[src/rtl/parity_engine_pkg.sv]
package parity_engine_pkg;

  typedef enum logic {
    FOLD_IDLE = 1'b0,
    FOLD_RUN  = 1'b1
  } fold_state_e;

  // number of beats or slices needed to cover a word
  function automatic int unsigned span_count(input int unsigned total, input int unsigned part);
    return total / part;
  endfunction

  // one node of the reduction tree
  function automatic logic pair_xor(input logic a, input logic b);
    return a ^ b;
  endfunction

endpackage

[src/rtl/byte_deser.sv]
module byte_deser #(
  parameter int unsigned WORD_W = 512,
  parameter int unsigned BUS_W  = 8
) (
  input  logic              clk,
  input  logic              rst,
  input  logic              shift_en,
  input  logic [BUS_W-1:0]  din,
  input  logic              clear_fill,
  output logic [WORD_W-1:0] word,
  output logic              full
);
  import parity_engine_pkg::*;

  localparam int unsigned BEATS = span_count(WORD_W, BUS_W);
  localparam int unsigned CNT_W = $clog2(BEATS + 1);

  logic [WORD_W-1:0] shreg;
  logic [CNT_W-1:0]  fill_cnt;
  logic              at_cap;

  assign at_cap = (fill_cnt == CNT_W'(BEATS));

  always_ff @(posedge clk) begin
    if (rst) begin
      shreg    <= '0;
      fill_cnt <= '0;
    end else begin
      if (shift_en)
        shreg <= {din, shreg[WORD_W-1:BUS_W]};
      if (clear_fill)
        fill_cnt <= shift_en ? CNT_W'(1) : '0;
      else if (shift_en && !at_cap)
        fill_cnt <= fill_cnt + CNT_W'(1);
    end
  end

  assign word = shreg;
  assign full = at_cap;


  fill_cap_chk: assert property (@(posedge clk) disable iff (rst)
    fill_cnt <= CNT_W'(BEATS));


  fill_clear_chk: assert property (@(posedge clk) disable iff (rst)
    clear_fill |=> !full);

endmodule

[src/rtl/xor_tree.sv]
module xor_tree #(
  parameter int unsigned LANES = 64
) (
  input  logic [LANES-1:0] din,
  output logic             dout
);
  import parity_engine_pkg::*;

  localparam int unsigned LEVELS = $clog2(LANES);

  for (genvar l = 0; l <= LEVELS; l++) begin : g_lvl
    localparam int unsigned N = LANES >> l;
    logic [N-1:0] v;
    if (l == 0) begin : g_leaf
      assign v = din;
    end else begin : g_node
      always_comb begin
        for (int i = 0; i < int'(N); i++)
          v[i] = pair_xor(g_lvl[l-1].v[2*i], g_lvl[l-1].v[2*i+1]);
      end
    end
  end

  assign dout = g_lvl[LEVELS].v[0];

endmodule

[src/rtl/serial_fold.sv]
module serial_fold #(
  parameter int unsigned WORD_W = 512,
  parameter int unsigned PAR_W  = 64
) (
  input  logic              clk,
  input  logic              rst,
  input  logic              start,
  input  logic [WORD_W-1:0] word_in,
  output logic              busy,
  output logic              parity,
  output logic              valid
);
  import parity_engine_pkg::*;

  localparam int unsigned STEPS  = span_count(WORD_W, PAR_W);
  localparam int unsigned STEP_W = $clog2(STEPS + 1);

  fold_state_e       state;
  logic [WORD_W-1:0] prod;
  logic [STEP_W-1:0] step;
  logic              acc;
  logic              lane_par;
  logic              last_step;

  xor_tree #(.LANES(PAR_W)) i_tree (
    .din  (prod[PAR_W-1:0]),
    .dout (lane_par)
  );

  assign last_step = (step == STEP_W'(STEPS - 1));

  always_ff @(posedge clk) begin
    if (rst) begin
      state  <= FOLD_IDLE;
      prod   <= '0;
      step   <= '0;
      acc    <= 1'b0;
      parity <= 1'b0;
      valid  <= 1'b0;
    end else begin
      valid <= 1'b0;
      case (state)
        FOLD_IDLE: begin
          if (start) begin
            prod  <= word_in;
            step  <= '0;
            acc   <= 1'b0;
            state <= FOLD_RUN;
          end
        end
        FOLD_RUN: begin
          prod <= prod >> PAR_W;
          step <= step + STEP_W'(1);
          if (last_step) begin
            parity <= pair_xor(acc, lane_par);
            valid  <= 1'b1;
            state  <= FOLD_IDLE;
          end else begin
            acc <= pair_xor(acc, lane_par);
          end
        end
        default: state <= FOLD_IDLE;
      endcase
    end
  end

  assign busy = (state == FOLD_RUN);


  valid_pulse_chk: assert property (@(posedge clk) disable iff (rst)
    valid |=> !valid);


  finish_chk: assert property (@(posedge clk) disable iff (rst)
    (busy && last_step) |=> (valid && !busy));


  busy_exit_chk: assert property (@(posedge clk) disable iff (rst)
    busy |=> (busy || valid));


  parity_hold_chk: assert property (@(posedge clk) disable iff (rst)
    !valid |-> $stable(parity));

endmodule

[src/rtl/parity_engine.sv]
module parity_engine #(
  parameter int unsigned WORD_W = 512,
  parameter int unsigned BUS_W  = 8,
  parameter int unsigned PAR_W  = 64
) (
  input  logic             clk,
  input  logic             rst,
  input  logic             shift_en,
  input  logic [BUS_W-1:0] key_byte,
  input  logic [BUS_W-1:0] chal_byte,
  input  logic             load,
  output logic             busy,
  output logic             parity,
  output logic             parity_valid
);

  logic [WORD_W-1:0] key_word;
  logic [WORD_W-1:0] chal_word;
  logic [WORD_W-1:0] and_word;
  logic              key_full;
  logic              chal_full;
  logic              accept;

  byte_deser #(.WORD_W(WORD_W), .BUS_W(BUS_W)) i_key_deser (
    .clk        (clk),
    .rst        (rst),
    .shift_en   (shift_en),
    .din        (key_byte),
    .clear_fill (accept),
    .word       (key_word),
    .full       (key_full)
  );

  byte_deser #(.WORD_W(WORD_W), .BUS_W(BUS_W)) i_chal_deser (
    .clk        (clk),
    .rst        (rst),
    .shift_en   (shift_en),
    .din        (chal_byte),
    .clear_fill (accept),
    .word       (chal_word),
    .full       (chal_full)
  );

  assign accept   = load && key_full && chal_full && !busy;
  assign and_word = key_word & chal_word;

  serial_fold #(.WORD_W(WORD_W), .PAR_W(PAR_W)) i_fold (
    .clk     (clk),
    .rst     (rst),
    .start   (accept),
    .word_in (and_word),
    .busy    (busy),
    .parity  (parity),
    .valid   (parity_valid)
  );


  busy_rise_chk: assert property (@(posedge clk) disable iff (rst)
    $rose(busy) |-> $past(load));


  rise_full_chk: assert property (@(posedge clk) disable iff (rst)
    $rose(busy) |-> $past(key_full && chal_full));


  reset_out_chk: assert property (@(posedge clk)
    $past(rst) |-> (!busy && !parity_valid && !parity));

endmodule

[config.mk]
export PLATFORM = sky130hd
export DESIGN_NAME = parity_engine
export DESIGN_NICKNAME = d
export VERILOG_FILES = /design/src/rtl/parity_engine_pkg.sv /design/src/rtl/byte_deser.sv /design/src/rtl/xor_tree.sv /design/src/rtl/serial_fold.sv /design/src/rtl/parity_engine.sv
export SDC_FILE = /design/constraint.sdc
export NUM_CORES = 2
export LEC_CHECK = 0
export ABC_AREA = 1
export BUFFER_PORTS_ARGS = -buffer_cell sky130_fd_sc_hd__buf_2
export CORE_MARGIN = 8
export CORE_UTILIZATION = 57
export DETAILED_ROUTE_END_ITERATION = 10
export GPL_TIMING_DRIVEN = 1
export PLACE_DENSITY_LB_ADDON = 0.08
export SLEW_MARGIN = 20
export SYNTH_ARGS = -nofsm -noshare
export SYNTH_HDL_FRONTEND = slang
export SYNTH_SLANG_ARGS = --single-unit
[constraint.sdc]
create_clock -name clk -period 3.3 [get_ports clk]
set_input_delay 0.165 -clock clk [delete_from_list [all_inputs] [get_ports clk]]
set_output_delay 0.165 -clock clk [all_outputs]
set_load 0.01 [all_outputs]
==> metrics.cfg <==
[timing]
fin_worst_skew_ns = 0.0209
fmax_mhz = 427
worstMarginPinSlew_ns = 1.14
hold_ws_ns = 0.0656
rsz0062_at_grt = false
slew_violations = 0
timing.slew.headroom_pct = 24.0
setup_viol = 0
fin_tns_setup_ns = 0
finalHoldViolCount = 0
min_period_ns = 2.34
fin_crit_sh_pct = 71.0

[drt]
vias_per_cell = 5.55
drt_iter0_drc = 5054
drt_wl_total_um = 140000
first_pass_iters = 6
antenna_left = 0
vias = 49098
drc_errors = 0
wl_per_cell_um = 15.9

[synthesis]
netlist_instances = 7661
yosysUniqueCellTypes = 33
synthArstFlopShare_pct = 0
syn-cell-area_mm2 = 0.0579
yosys.area.top_type_share_pct = 53.9
synth_nets = 7686
synth_warnings = 0
synth_edf_count = 0
seq_area_frac_synth_pct = 53.9
synth_area_leaders = dfxtp_1 (54%), nor2_1 (13%), o21ai_0 (8.9%)
synth.ff_latch_count = 1558
yosys.area.top_type = dfxtp_1
syn_avg_cell_area_um2 = 7.55
synth_flop_cell = dfxtp_1

[pwr]
p_comb_share_pct = 4.7
switchingPower_mw = 9.25
p_leak_nw = 23.8
ir_drop_mv = 0.472
power.share.switching_pct = 23.2
cellPowerDensity_mw_per_mm2 = 627
clock_power_share_pct = 44.7
p_int_mw = 30.7
power_frac_seq_pct = 50.6

[placed_design]
port_buffers = 22
post-dp-hpwl_um = 76700
post-place-cells = 8551
place_congestion = 0.783

[die]
core_mm2 = 0.101
rows = 117
die_h_um = 335
io_pins = 23
fp.dieW_um = 335
initial_core_util_pct = 57.1
dieArea_mm2 = 0.112

[cts]
postCtsResizedCells = 0
root_buffer = clkbuf_16
cts_sinks = 1558
clkTransAtPathRegs_ns = 0.06
cts_tree = yes
htreeDepth = 4
numCtsBuffers = 156
clock_path_buffers = 3
clk_latency_ns = 0.76

[run_status]
status = finished, final reports clean

[global_route]
antenna_found_initial = 0
grt_max_degree = 280
grt-ovfl-total = 0
grt_pass1_wl_um = 235000
grt.total_usage_pct = 24.3
grt_pass1_vias = 45987

[cells_and_area]
fill_cells = 9151
final_cells = 8850
areaGrowthSynthToFinish_pct = 9.96
n_antenna_cell = 0
nets = 7384
drive_gt1_share_pct = 4.58

[hold_path]
hold_start = load
worstHoldPathType = in2reg
whs_endpoint = i_fold.step[3]$_SDFFE_PP0P_
worstHoldPathCells = 6

[critical_path]
crit_buf_inv = 3
r2r_end = i_fold.prod[446]$_SDFFE_PP0P_
rrSetupSlack_ns = 0.96
worstPathArrival_ns = 3.02
cp-start-kind = register
endpoint_kind = register
path_cells = inv_1 -> ha_1 -> nand4_1 -> nor3_4 -> nand3_4 -> inv_16 -> buf_12 -> nand3_1 -> a31oi_1
slowest_delay_ns = 0.34
worstSetupPathType = reg2reg
reg2reg_depth = 9
cpLargestDelayFamily = simple AND/OR/NAND/NOR gates
crit_fanout = 82
r2r_start = i_key_deser.fill_cnt[0]$_SDFFE_PP0P_
required_ns = 3.98
cp_slowest_cell = buf_12

[job]
maxCapViolCount = 0

[logic make-up (layout without fill, tap and decap cells)]
group	count (synthesis)	after routing	share of synthesized area [%]
buf+inv	643	464	4.83
xor+xnor	19	19	0.288
fa+ha+maj	5	5	0.108
flops	1558	1558	53.9
compound gates	1558	1558	14.5
simple gates	3878	3878	26.4
[state kept, by name, indices dropped and copies added, names as in the netlist]
register and cells:
i_chal_deser.fill_cnt 7, i_chal_deser.word 512, i_fold.acc 1, i_fold.busy 1, i_fold.parity 1, i_fold.prod 512, i_fold.step 4, i_fold.valid 1
i_key_deser.fill_cnt 7, i_key_deser.word 512
[repair_timing]
action	CTS	global route
hold buffers	18	0
setup buffers	0	0
endpoints found under the hold margin	124	0
setup endpoints to repair	0	0
[metrics by stage]
step / total power, mW / setup WS [ns] / area [um^2] / utilization [%]
3_3_place_gp: 22.4 / 1.01 / 58200 / 57.5
2_1_floorplan: 21.9 / 1.65 / 57900 / -
6_report: 39.9 / 0.956 / 63600 / 62.8
3_5_place_dp: 22.4 / 0.973 / 58200 / 57.5
5_1_grt: 41.4 / 0.748 / 63600 / 62.8
4_1_cts: 40.2 / 0.954 / 63600 / 62.8
[metal layers]
metal  track usage [%]  part of all wire, %
met5                 0                    0
met4              6.87                  2.1
met3              3.42                  4.6
met2              37.9                   44
met1              35.1                   49
[worst max path at each step]
stage	from	to	slack [ns]	depth (start not counted)
global route	i_key_deser.fill_cnt[0]$_SDFFE_PP0P_	i_fold.prod[341]$_SDFFE_PP0P_	0.75	9
floorplan	i_key_deser.fill_cnt[0]$_SDFFE_PP0P_	i_fold.prod[443]$_SDFFE_PP0P_	1.65	10
CTS	i_key_deser.fill_cnt[0]$_SDFFE_PP0P_	i_fold.prod[341]$_SDFFE_PP0P_	0.95	9
finish	i_key_deser.fill_cnt[0]$_SDFFE_PP0P_	i_fold.prod[446]$_SDFFE_PP0P_	0.96	9
global placement	i_key_deser.fill_cnt[0]$_SDFFE_PP0P_	i_fold.prod[427]$_SDFFE_PP0P_	1.01	9
detailed placement	i_key_deser.fill_cnt[0]$_SDFFE_PP0P_	i_fold.prod[264]$_SDFFE_PP0P_	0.97	9
[power groups by stage]
stage	registers, mW	logic, mW	clock network, mW
2_1_floorplan	20.4	1.49	0
4_1_cts	20.2	1.90	18.1
3_3_place_gp	20.6	1.83	0
3_5_place_dp	20.6	1.86	0
6_report	20.2	1.90	17.8
5_1_grt	20.3	2.19	18.9
[final cells by class]
cell class | instances | area [um^2] | share of cell area, %
inverter | 80 | 332 | 0.521
sequential | 1558 | 31200 | 49.0
clock buffer | 229 | 4610 | 7.25
tap | 1368 | 1710 | 2.69
clock inverter | 52 | 612 | 0.962
timing repair buffer | 103 | 1270 | 2.00
multi-input combinational | 5460 | 23900 | 37.6
[worst min-delay path, stage by stage]
cell,delay [ns]
buf_2,0.10
inv_1,0.08
nor2_2,0.08
nand3_4,0.17
nand4_1,0.10
o31ai_1,0.08
[synth_stat cells (8+ instances only)]
| cell | n |
|---|---|
| o21ai_0 | 1024 |
| xor2_1 | 8 |
| buf_4 | 30 |
| nand3_1 | 525 |
| dfxtp_1 | 1558 |
| clkbuf_1 | 361 |
| a31oi_1 | 448 |
| nand2_1 | 1262 |
| nor2_1 | 2072 |
| xnor2_1 | 11 |
| inv_1 | 76 |
| a21oi_1 | 80 |
| buf_2 | 158 |
[layout by cell type (no fill, tap or decap), types with 9 or more instances in the layout]
| cell | n |
|---|---|
| a21oi_1 | 79 |
| inv_1 | 76 |
| clkbuf_8 | 37 |
| nor2_1 | 2072 |
| a31oi_1 | 448 |
| bufinv_16 | 9 |
| buf_2 | 20 |
| nand3_1 | 525 |
| clkbuf_16 | 159 |
| dfxtp_1 | 1557 |
| nand2_1 | 1262 |
| clkinv_2 | 26 |
| buf_12 | 39 |
| buf_4 | 24 |
| dlygate4sd3_1 | 18 |
| o21ai_0 | 1024 |
| xnor2_1 | 11 |
| clkbuf_1 | 33 |
Note: power is estimated with default switching activity, not from simulation.
